===== src/rtl/spi_frame_pkg.sv =====
package spi_frame_pkg;

  typedef enum logic [2:0] {
    ST_IDLE,
    ST_LEAD,
    ST_XFER,
    ST_LAG,
    ST_GAP
  } seq_state_e;

  // length code -> bits per frame; unused codes fall back to 8
  function automatic logic [5:0] frame_len(input logic [3:0] code);
    logic [5:0] n;
    if (code <= 4'd8)       n = 6'd8 + {2'b00, code};
    else if (code == 4'd9)  n = 6'd20;
    else if (code == 4'd10) n = 6'd24;
    else if (code == 4'd11) n = 6'd32;
    else                    n = 6'd8;
    return n;
  endfunction

endpackage


===== src/rtl/spi_baud_gen.sv =====
module spi_baud_gen #(
  parameter int DIV_W = 11
) (
  input  logic             clk_i,
  input  logic             rst_ni,
  input  logic             en_i,
  input  logic [DIV_W-1:0] div_i,
  output logic             tick_o
);

  logic [DIV_W-1:0] cnt_q;

  assign tick_o = en_i && (cnt_q == div_i);

  always_ff @(posedge clk_i or negedge rst_ni) begin
    if (!rst_ni)      cnt_q <= '0;
    else if (!en_i)   cnt_q <= '0;
    else if (tick_o)  cnt_q <= '0;
    else              cnt_q <= cnt_q + 1'b1;
  end

endmodule


===== src/rtl/spi_shift_unit.sv =====
module spi_shift_unit #(
  parameter int DATA_W = 32,
  parameter int LEN_W  = $clog2(DATA_W) + 1
) (
  input  logic              clk_i,
  input  logic              rst_ni,
  input  logic              load_i,
  input  logic [DATA_W-1:0] tx_data_i,
  input  logic [LEN_W-1:0]  len_i,
  input  logic              lsb_i,
  input  logic              shift_i,
  input  logic              sample_i,
  input  logic              miso_i,
  output logic              mosi_bit_o,
  output logic [DATA_W-1:0] rx_word_o
);

  logic [DATA_W-1:0] tx_sr_q, rx_sr_q;
  logic [LEN_W-1:0]  len_q;
  logic              lsb_q;

  assign mosi_bit_o = lsb_q ? tx_sr_q[0] : tx_sr_q[DATA_W-1];
  // lsb-first bits enter at the top; realign to bit 0
  assign rx_word_o  = lsb_q ? (rx_sr_q >> (DATA_W - int'(len_q))) : rx_sr_q;

  always_ff @(posedge clk_i or negedge rst_ni) begin
    if (!rst_ni) begin
      tx_sr_q <= '0;
      rx_sr_q <= '0;
      len_q   <= LEN_W'(8);
      lsb_q   <= 1'b0;
    end else if (load_i) begin
      tx_sr_q <= lsb_i ? tx_data_i : (tx_data_i << (DATA_W - int'(len_i)));
      rx_sr_q <= '0;
      len_q   <= len_i;
      lsb_q   <= lsb_i;
    end else begin
      if (shift_i)
        tx_sr_q <= lsb_q ? (tx_sr_q >> 1) : (tx_sr_q << 1);
      if (sample_i)
        rx_sr_q <= lsb_q ? {miso_i, rx_sr_q[DATA_W-1:1]} : {rx_sr_q[DATA_W-2:0], miso_i};
    end
  end

endmodule


===== src/rtl/spi_frame_master.sv =====
module spi_frame_master
  import spi_frame_pkg::*;
#(
  parameter int DATA_W = 32,
  parameter int DIV_W  = 11,
  parameter int DLY_W  = 3
) (
  input  logic              clk_i,
  input  logic              rst_ni,
  input  logic              start_i,
  input  logic              cpol_i,
  input  logic              cpha_i,
  input  logic              lsb_first_i,
  input  logic              tx_only_i,
  input  logic              cs_pol_i,
  input  logic              idle_mosi_i,
  input  logic [3:0]        len_code_i,
  input  logic [DIV_W-1:0]  div_i,
  input  logic [DLY_W-1:0]  lead_i,
  input  logic [DLY_W-1:0]  lag_i,
  input  logic [DLY_W-1:0]  gap_i,
  input  logic [DATA_W-1:0] tx_data_i,
  input  logic              miso_i,
  output logic              sclk_o,
  output logic              mosi_o,
  output logic              cs_o,
  output logic              busy_o,
  output logic [DATA_W-1:0] rx_data_o,
  output logic              done_o
);

  localparam int LEN_W  = $clog2(DATA_W) + 1;
  localparam int ECNT_W = LEN_W + 1;

  seq_state_e        state_q;
  logic [ECNT_W-1:0] ecnt_q;
  logic              tog_q, done_q;
  logic [DATA_W-1:0] rx_q;
  logic              cpol_q, cpha_q, txo_q, cspol_q, idle_q;
  logic [DIV_W-1:0]  div_q;
  logic [DLY_W-1:0]  lead_q, lag_q, gap_q;
  logic [LEN_W-1:0]  len_q, len_new;

  logic baud_tick, accept, is_idle, cs_act, xfer_edge;
  logic shift_en, sample_en, tx_bit;
  logic [DATA_W-1:0] rx_word;

  assign len_new   = LEN_W'(frame_len(len_code_i));
  assign is_idle   = (state_q == ST_IDLE);
  assign accept    = is_idle && start_i;
  assign cs_act    = (state_q == ST_LEAD) || (state_q == ST_XFER) || (state_q == ST_LAG);
  assign xfer_edge = (state_q == ST_XFER) && baud_tick;
  assign shift_en  = xfer_edge && (ecnt_q[0] != cpha_q) && (ecnt_q != '0);
  assign sample_en = xfer_edge && (ecnt_q[0] == cpha_q) && !txo_q;

  spi_baud_gen #(.DIV_W(DIV_W)) u_baud (
    .clk_i  (clk_i),
    .rst_ni (rst_ni),
    .en_i   (!is_idle),
    .div_i  (div_q),
    .tick_o (baud_tick)
  );

  spi_shift_unit #(.DATA_W(DATA_W), .LEN_W(LEN_W)) u_shift (
    .clk_i      (clk_i),
    .rst_ni     (rst_ni),
    .load_i     (accept),
    .tx_data_i  (tx_data_i),
    .len_i      (len_new),
    .lsb_i      (lsb_first_i),
    .shift_i    (shift_en),
    .sample_i   (sample_en),
    .miso_i     (miso_i),
    .mosi_bit_o (tx_bit),
    .rx_word_o  (rx_word)
  );

  always_ff @(posedge clk_i or negedge rst_ni) begin
    if (!rst_ni) begin
      state_q <= ST_IDLE;
      ecnt_q  <= '0;
      tog_q   <= 1'b0;
      done_q  <= 1'b0;
      rx_q    <= '0;
      cpol_q  <= 1'b0;
      cpha_q  <= 1'b0;
      txo_q   <= 1'b0;
      cspol_q <= 1'b0;
      idle_q  <= 1'b0;
      div_q   <= '0;
      lead_q  <= '0;
      lag_q   <= '0;
      gap_q   <= '0;
      len_q   <= LEN_W'(8);
    end else begin
      done_q <= 1'b0;
      unique case (state_q)
        ST_IDLE: if (start_i) begin
          cpol_q  <= cpol_i;
          cpha_q  <= cpha_i;
          txo_q   <= tx_only_i;
          cspol_q <= cs_pol_i;
          idle_q  <= idle_mosi_i;
          div_q   <= div_i;
          lead_q  <= lead_i;
          lag_q   <= lag_i;
          gap_q   <= gap_i;
          len_q   <= len_new;
          ecnt_q  <= '0;
          tog_q   <= 1'b0;
          state_q <= ST_LEAD;
        end
        // leave one tick early: the entry tick into XFER is edge 0
        ST_LEAD: if (baud_tick) begin
          if (ecnt_q == ECNT_W'(2 * lead_q)) begin
            ecnt_q  <= '0;
            state_q <= ST_XFER;
          end else ecnt_q <= ecnt_q + 1'b1;
        end
        ST_XFER: if (baud_tick) begin
          tog_q <= ~tog_q;
          if (ecnt_q == ECNT_W'(2 * len_q - 1)) begin
            ecnt_q  <= '0;
            state_q <= ST_LAG;
          end else ecnt_q <= ecnt_q + 1'b1;
        end
        ST_LAG: if (baud_tick) begin
          if (ecnt_q == ECNT_W'(2 * lag_q + 1)) begin
            ecnt_q  <= '0;
            done_q  <= 1'b1;
            rx_q    <= rx_word;
            state_q <= ST_GAP;
          end else ecnt_q <= ecnt_q + 1'b1;
        end
        ST_GAP: if (baud_tick) begin
          if (ecnt_q == ECNT_W'(2 * gap_q + 1)) begin
            ecnt_q  <= '0;
            state_q <= ST_IDLE;
          end else ecnt_q <= ecnt_q + 1'b1;
        end
        default: state_q <= ST_IDLE;
      endcase
    end
  end

  assign busy_o    = !is_idle;
  assign done_o    = done_q;
  assign rx_data_o = rx_q;
  assign sclk_o    = is_idle ? cpol_i : (cpol_q ^ tog_q);
  assign cs_o      = is_idle ? ~cs_pol_i : (cs_act ? cspol_q : ~cspol_q);
  assign mosi_o    = is_idle ? idle_mosi_i : (cs_act ? tx_bit : idle_q);

endmodule


===== config.mk =====
export PLATFORM = sky130hd
export DESIGN_NAME = spi_frame_master
export DESIGN_NICKNAME = d
export VERILOG_FILES = /design/src/rtl/spi_frame_pkg.sv /design/src/rtl/spi_baud_gen.sv /design/src/rtl/spi_shift_unit.sv /design/src/rtl/spi_frame_master.sv
export SDC_FILE = /design/constraint.sdc
export NUM_CORES = 1
export LEC_CHECK = 0
export BUFFER_PORTS_ARGS = -buffer_cell sky130_fd_sc_hd__buf_2
export CAP_MARGIN = 30
export CORE_ASPECT_RATIO = 1.2
export CORE_MARGIN = 2
export CORE_UTILIZATION = 30
export CTS_BUF_LIST = sky130_fd_sc_hd__clkbuf_2 sky130_fd_sc_hd__clkbuf_4 sky130_fd_sc_hd__clkbuf_8
export DETAILED_ROUTE_END_ITERATION = 16
export RECOVER_POWER = 25
export SETUP_SLACK_MARGIN = 0.4
export SLEW_MARGIN = 10
export SYNTH_ARGS = -nofsm -noshare
export SYNTH_HDL_FRONTEND = slang
export SYNTH_SLANG_ARGS = --single-unit

===== constraint.sdc =====
create_clock -name clk_i -period 3.5 [get_ports clk_i]
set_clock_uncertainty 0.05 [all_clocks]
set_input_delay 0.175 -clock clk_i [delete_from_list [all_inputs] [get_ports clk_i]]
set_output_delay 0.175 -clock clk_i [all_outputs]
set_load 0.02 [all_outputs]

==> results of run 1 <==
## placed cells by master (no fill, tap or decap), drive strengths merged, types with 10 or more instances in the layout
cell type / instances
inv: 27
buf: 138
a22o: 12
xor2: 10
mux2i: 88
nor2: 151
o21a: 10
dlygate4sd3: 26
a21oi: 76
clkbuf: 18
nor3: 29
nand2: 252
mux4: 22
xnor2: 35
o22ai: 21
nor2b: 36
a211oi: 42
dfrtp: 150
nand2b: 26
a31oi: 32
nand3: 24
nand3b: 21
mux2: 16
o21ai: 76
o221ai: 11
o211ai: 27
and3: 23
## final timing paths
kind | cells after the start | start | endpoint
max | 5 | state_q[2] | u_shift.tx_sr_q[29]
min | 3 | miso_i | u_shift.rx_sr_q[0]
max reg2reg | 5 | state_q[2] | u_shift.tx_sr_q[29]
min reg2reg | 2 | rx_data_o[30] | rx_data_o[30]
max in group asynchronous | 2 | rst_ni | u_shift.lsb_q
min in group asynchronous | 2 | rst_ni | rx_data_o[25]
## kinds of logic after synthesis
group                    synth area share (%)
AO/OA/AOI/OAI                            20.7
flip-flops                               32.1
adder cells (fa/ha/maj)                 0.531
buffers and inverters                    5.35
XOR/XNOR                                 3.79
AND/OR/NAND/NOR                          24.1
multiplexers                             13.4
## metal layers
metal | up-vias | GRT usage [%] | part of all wire [%]
met5 | - | 0 | 0
met4 | 0 | 5.53 | 2.8
met3 | 74 | 2.30 | 5.5
met2 | 404 | 30.6 | 48
met1 | 5297 | 24.8 | 44
li1 | 5309 | - | -
## flip-flops by register name, summed over array words and instances (netlist names), 6 cells and up
name,cells
rx_data_o,32
u_shift.rx_sr_q,32
u_shift.tx_sr_q,32
div_q,11
u_baud.cnt_q,11
ecnt_q,7
u_shift.len_q,6
## power groups by stage
stage	Clock, mW	Sequential [mW]	Combinational, mW
after floorplan	0	2.51	3.50
final	1.45	2.75	4.51
after global routing	1.56	2.83	4.96
after CTS	1.49	2.75	4.48
after global placement	0	2.77	4.42
after detailed placement	0	2.78	4.44
## critical path, delay by kind of cell, from the launching register on
kind	cells	cell delay [ns]
AO/OA/AOI/OAI	2	0.37
AND/OR/NAND/NOR	3	1.86
flip-flops	1	0.54
## stage by stage
stage	area, um^2	utilization, %	setup WS [ns]	power (mW)	hold slack (ns)
2_1_floorplan	11800	-	0.404	6.01	-0.171
3_3_place_gp	12800	32.9	0.435	7.19	0.270
3_5_place_dp	12800	32.9	0.393	7.22	0.275
4_1_cts	13400	34.7	0.525	8.71	0.00959
5_1_grt	13400	34.7	0.221	9.35	0.0239
6_report	13400	34.7	0.618	8.71	0.0392
## cell type report
cell class	instances	area, um^2
clock buffer	17	234
tap	526	658
fill	4139	25300
clock inverter	15	181
sequential	151	3780
multi-input combinational	1148	7410
inverter	20	78.8
timing repair buffer	165	1090
## repair_timing
item,CTS,global route
hold endpoints to repair,112,0
endpoints found under the setup margin,0,2
gates resized for setup,0,2
hold buffers,26,0
==> reports/metrics.yaml, run 1 <==
ys.flop_type: "dfrtp_1"
maxCapViolations: 1
setup_viol: 0
cpPeakStageDelay_ns: 0.65
tightest_slew_ns: 2.40
synth_seq_cells: 151
violations: "max-capacitance violations, max-slew violations"
numClockSinks: 151
place.detailed.hpwl_um: 28000
slew_headroom_pct: -60.0
cp_slowest_cell: "nor3_1"
synth_area_leaders: "dfrtp_1, nand2_1, mux2i_1"
cts_tree: "built"
clk_pin_slew_ns: 0.10
status: "complete, but fails checks"
p_switching_mw: 3.98
track_usage_pct: 18.4
clock_path_buffers: 2
setup_tns_ns: 0
p_seq_share_pct: 31.6
regToRegSetupSlack_ns: 0.62
drtIter0Drc: 998
rsz0062_at_grt: "no"
syn_inst: 1436
ir_worst_vdd_v: 0.000326
core_region_area_um2: 38700
fp-row-count: 79
crit_chain: "nor3_1 > and2_4 > o2111ai_1 > or4_1 > a2bb2oi_2"
drc: 0
synth_top_area_share_pct: 31.9
grt_max_degree: 91
ys.warnings.count: 0
syn-num-nets: 1507
antenna_cells: 0
grt_pass1_vias: 10600
antenna_found_initial: 0
port_buffers: 102
nets: 1574
routed_via_density: 5.43
grt_pass1_wl_um: 59800
io_pins: 103
cts_setup_buffers: 0
syn_area_per_cell_um2: 8.20
wl_um: 37600
cp-end-kind: "register"
yosysTopAreaCell: "dfrtp_1"
gp_congestion: 0.951
netlist_area_um2: 11800
clockRootBuffer: "clkbuf_8"
drt_pre_antenna_iters: 5
async_reset_ff_share_pct: 100
cp-start-kind: "register"
critPathMaxFanout: 47
p_clk_share_pct: 16.6
hold_class: "in2reg"
finalNonFillerCells: 2042
p_sw_share_pct: 45.6
vias: 11100
ys_types: 87
pwr-share-comb_pct: 51.8
drive_above_1_share_pct: 16.4
post_drt_wl_per_cell_um: 18.4
die-area_um2: 40900
seq_area_frac_synth_pct: 32.1
cp.required_ns: 3.85
critPathArrivalTime_ns: 3.24
numCtsBuffers: 17
die_h_um: 221
dpl.cell_count: 1984
initial_core_util_pct: 30.4
synth_edf_count: 0
cts-htree-levels: 4
die_x_um: 185
period_needed_ns: 2.88
worstSetupPathType: "reg2reg"
synthTopCellsByCount: "nand2_1, dfrtp_1, nor2_1, mux2i_1, a21oi_1"
clk_latency_ns: 0.46
grt_remaining_overflow: 0
syn_to_final_growth_pct: 14.0
period_share_pct: 82.4
fmax_mhz: 347
ant_nets: 0
leakage_nw: 5.68
powerDensity_nw_per_um2: 649
yosysMostFrequentCell: "nand2_1"
p_int_mw: 4.74
final_max_slew_viol_count: 90
finalHoldViolCount: 0
(Power assumes the default switching activity.)
==> run 2: changes to the inputs <==
Clock period 3.5 ns to 2.6 ns, I/O delays scaled along.
==> run 2 against run 1 <==
  * The flow still finishes with violations (max-capacitance violations, max-slew violations)
  * Routed wire length increased by 11%
  * Power increased by 62%
  * Global-route usage increased by 1.2 points
  * Count of clock-buffer cells in the layout increased by 1
  * Critical endpoint is now rx_data_o[12]
==> reports/metrics.yaml, run 2 (synthesis gave the netlist of run 1 again) <==
final_common_cell: "nand2_1"
cts_tree: "built"
fmax_mhz: 427
track_usage_pct: 19.6
cp.required_ns: 2.89
p_sw_share_pct: 45.5
leakage_nw: 6.69
grt_remaining_overflow: 0
period_needed_ns: 2.34
fp-row-count: 79
grt_pass1_wl_um: 63500
period_share_pct: 90.1
cp-start-kind: "register"
violations: "max-capacitance violations, max-slew violations"
core_region_area_um2: 38700
final_max_slew_viol_count: 31
p_seq_share_pct: 26.1
vias: 12000
clockRootBuffer: "clkbuf_8"
drtIter0Drc: 1027
cp-end-kind: "register"
post_drt_wl_per_cell_um: 19.0
pwr-share-comb_pct: 60.5
clock_path_buffers: 2
p_int_mw: 7.69
wl_um: 41700
drc: 0
gp_congestion: 1.03
antenna_found_initial: 0
ant_nets: 0
critPathMaxFanout: 6
grt_max_degree: 64
numClockSinks: 151
hold_class: "in2reg"
clk_latency_ns: 0.46
status: "complete, but fails checks"
numCtsBuffers: 17
rsz0062_at_grt: "yes"
die_h_um: 221
die_x_um: 185
nets: 1723
syn_to_final_growth_pct: 34.3
initial_core_util_pct: 30.4
powerDensity_nw_per_um2: 891
dpl.cell_count: 2068
clk_pin_slew_ns: 0.09
die-area_um2: 40900
grt_pass1_vias: 11400
p_switching_mw: 6.41
antenna_cells: 0
drt_pre_antenna_iters: 5
finalNonFillerCells: 2191
maxCapViolations: 1
drive_above_1_share_pct: 33.7
tightest_slew_ns: 1.74
io_pins: 103
setup_viol: 0
routed_via_density: 5.46
port_buffers: 102
nFillCells: 3875
finalHoldViolCount: 0
critPathArrivalTime_ns: 2.64
final_core_util_pct: 40.8
ir_worst_vdd_v: 0.000509
final_cell_mix: "nand2_1, dfrtp_1, buf_4, nor2_1, buf_2"
worstSetupPathType: "reg2reg"
p_clk_share_pct: 13.4
place.detailed.hpwl_um: 29700
slew_headroom_pct: -16.2
cts-htree-levels: 4
[run 2: changes by cell type in the layout (fill, tap and decap cells not counted), moves of 18 or more]
| cell | before | now |
|---|---|---|
| buf_6 | 0 | 19 |
| a211oi_1 | 42 | 16 |
| a211oi_2 | 0 | 25 |
| o21ai_0 | 61 | 34 |
| nor2_1 | 150 | 132 |
| buf_4 | 34 | 140 |
[run 2: area by class of cell]
cell class | instances | area [um^2] | area share [%]
well taps | 526 | 658 | 4.16
flip-flops and latches | 151 | 3790 | 24.0
repair buffers | 314 | 2570 | 16.2
multi-input cells | 1148 | 8320 | 52.6
inverters | 20 | 78.8 | 0.498
clock inverters | 14 | 153 | 0.965
clock buffers | 18 | 248 | 1.57
[run 2: routing by layer]
layer | vias to the layer above | global-route usage, % | wire, um
met5 | - | 0 | 0
met4 | 0 | 7.63 | 1700
met3 | 88 | 2.09 | 2010
met2 | 481 | 32.5 | 20200
met1 | 5780 | 26.1 | 17800
li1 | 5611 | - | -
[run 2: path summary, 6_finish.rpt]
kind | startpoint | to | slack, ns | cells after the start
hold / removal | tx_data_i[12] | u_shift.tx_sr_q[12] | 0.04 | 3
hold reg to reg | idle_q | idle_q | 0.43 | 2
min in group asynchronous | rst_ni | u_shift.rx_sr_q[22] | 0.61 | 2
max in group asynchronous | rst_ni | u_shift.len_q[0] | 0.55 | 3
setup / recovery | u_shift.len_q[0] | rx_data_o[12] | 0.26 | 12
setup reg to reg | u_shift.len_q[0] | rx_data_o[12] | 0.26 | 12
[run 2: metrics by stage]
stage	power (mW)	hold slack (ns)	worst slack, ns	area (um^2)	setup TNS [ns]
6_report	14.1	0.0382	0.256	15800	0
5_1_grt	14.9	0.0325	0.118	15800	0
4_1_cts	13.1	0.00394	0.285	14900	0
3_5_place_dp	10.5	-0.00899	-0.0960	13600	-0.198
3_3_place_gp	10.4	-0.00798	-0.0409	13600	-0.0833
2_1_floorplan	8.43	-0.216	-0.0830	12100	-0.634
[run 2: power by group through the flow]
stage	Clock (mW)	Combinational (mW)	Sequential [mW]
CTS	1.95	7.52	3.65
global route	2.05	9.10	3.77
floorplan	0	5.05	3.38
global placement	0	6.71	3.71
detailed placement	0	6.75	3.72
finish	1.89	8.53	3.68
[run 2: what timing repair did]
action / CTS / global route
gates resized for setup: 72 / 139
buffers inserted: 28 / 26
cloned: 2 / 6
setup endpoints to repair: 91 / 99
pin swaps: 30 / 68
hold buffers: 29 / 0
endpoints found under the hold margin: 179 / 0
[run 2: critical path, stage by stage (launching register included)]
cell and delay [ns]:
dfrtp_2 0.46, inv_4 0.08, ha_4 0.23, buf_12 0.15, buf_4 0.15, buf_4 0.13, mux4_2 0.29, nand2_1 0.09
nand2_1 0.06, nand2_2 0.09, o21ai_1 0.07, a311oi_2 0.32, nor2_1 0.06
==> run 3: changes to the inputs <==
Settings changed: HOLD_SLACK_MARGIN from default to 0.08.
==> run 3 against run 2 <==
  * The flow still finishes with violations (max-capacitance violations, max-slew violations)
  * Sequential power about the same
  * Die area unchanged
  * Final area grew 1.0%
  * Maximum frequency is 0.30% lower
  * Count of clock-buffer cells in the layout unchanged
  * Power increased by 0.13%
==> reports/metrics.yaml, run 3 (synthesis gave the netlist of run 1 again) <==
status: "complete, but fails checks"
violations: "max-capacitance violations, max-slew violations"
clock_path_buffers: 2
critPathMaxFanout: 6
place.detailed.hpwl_um: 29700
gp_congestion: 1.03
tightest_slew_ns: 1.51
leakage_nw: 6.75
p_sw_share_pct: 45.4
vias: 12100
hold_class: "in2reg"
wl_um: 42100
grt_pass1_vias: 11500
numClockSinks: 151
initial_core_util_pct: 30.4
post_drt_wl_per_cell_um: 19.1
place_area_um2: 13600
maxCapViolations: 2
drc: 0
cp.required_ns: 2.89
track_usage_pct: 19.7
critPathArrivalTime_ns: 2.64
final_common_cell: "nand2_1"
die-area_um2: 40900
powerDensity_nw_per_um2: 883
clockRootBuffer: "clkbuf_8"
finalHoldViolCount: 0
io_pins: 103
antenna_cells: 0
die_x_um: 185
fp-row-count: 79
grt_max_degree: 64
p_clk_share_pct: 13.3
p_seq_share_pct: 26.1
setup_tns_ns: 0
p_int_mw: 7.70
rsz0062_at_grt: "yes"
ir_worst_vdd_v: 0.000509
cp-start-kind: "register"
drtIter0Drc: 1020
antenna_found_initial: 0
slew_headroom_pct: -0.876
die_h_um: 221
fin_area_um2: 16000
drive_above_1_share_pct: 33.5
pwr-share-comb_pct: 60.5
port_buffers: 102
final_cell_mix: "nand2_1, dfrtp_1, buf_4, nor2_1, buf_2"
nFillCells: 3857
cts-htree-levels: 4
clk_pin_slew_ns: 0.10
p_switching_mw: 6.41
crit_family: "buffers and inverters"
cp-end-kind: "register"
total_power_mw: 14.1
grt_pass1_wl_um: 63800
setup_viol: 0
cpPeakStageDelay_ns: 0.46
numCtsBuffers: 17
crit_chain: "inv_4 > ha_4 > buf_12 > buf_4 > buf_4 > mux4_2 > nand2_1 > nand2_1 > nand2_2 > o21ai_1 > a311oi_2 > nor2_1"
final_max_slew_viol_count: 90
fmax_mhz: 425
core_region_area_um2: 38700
cp_slowest_cell: "dfrtp_2"
period_share_pct: 90.4
nets: 1739
routed_via_density: 5.46
crit_buf_inv: 4
hold_slack_ns: 0.122
syn_to_final_growth_pct: 35.7
clk_latency_ns: 0.46
grt_remaining_overflow: 0
period_needed_ns: 2.35
drt_pre_antenna_iters: 5
worstSetupPathType: "reg2reg"
ant_nets: 0
cts_tree: "built"
[run 3: worst register-to-register path: stages, from the launching register on]
cell	delay (ns)
dfrtp_2	0.46
inv_4	0.08
ha_4	0.23
buf_12	0.15
buf_4	0.15
buf_4	0.13
mux4_2	0.29
nand2_1	0.09
nand2_1	0.06
nand2_2	0.09
o21ai_1	0.07
a311oi_2	0.33
nor2_1	0.06
[run 3: power by group through the flow]
stage	sequential [mW]	combinational [mW]	clock, mW
global placement	3.71	6.71	0
detailed placement	3.72	6.75	0
global route	3.77	9.12	2.05
finish	3.69	8.55	1.88
floorplan	3.38	5.05	0
CTS	3.65	7.54	1.95
[run 3: path summary, 6_finish.rpt]
kind | from | depth (start not counted) | slack, ns | endpoint
max | u_shift.len_q[0] | 12 | 0.25 | rx_data_o[12]
min | tx_data_i[1] | 3 | 0.12 | u_shift.tx_sr_q[1]
max reg2reg | u_shift.len_q[0] | 12 | 0.25 | rx_data_o[12]
min reg2reg | rx_data_o[26] | 2 | 0.43 | rx_data_o[26]
max in group asynchronous | rst_ni | 3 | 0.72 | u_shift.lsb_q
min in group asynchronous | rst_ni | 3 | 0.27 | u_shift.rx_sr_q[20]
[run 3: cell type report]
| type | instances | area [um^2] | area share (%) |
|---|---|---|---|
| clock inverter | 14 | 153 | 0.955 |
| timing repair buffer | 330 | 2730 | 17.1 |
| multi-input combinational | 1148 | 8330 | 52.1 |
| clock buffer | 18 | 248 | 1.55 |
| tap | 526 | 658 | 4.12 |
| inverter | 20 | 78.8 | 0.493 |
| sequential | 151 | 3790 | 23.7 |
[run 3: per-layer routing]
layer  GRT usage (%)  vias up  wire length (um)
met5               0        -                 0
met4            7.63        0              1810
met3            2.09       99              1880
met2            32.7      460             20200
met1            26.3     5865             18200
li1                -     5633                 -
[run 3: what timing repair did]
item                                    4_1_cts  5_1_grt
hold endpoints to repair                    196        0
cloned                                        2        6
buffers inserted                             28       25
pin swaps                                    30       68
hold buffers                                 46        0
endpoints found under the setup margin       91       99
gates resized for setup                      72      141
[run 3: per-stage QoR]
stage,setup WS (ns),instances,util [%]
global placement,-0.0409,2068,35.2
floorplan,-0.0830,1436,-
CTS,0.285,2176,38.9
detailed placement,-0.0960,2068,35.2
global route,0.137,2207,41.3
finish,0.249,2207,41.3
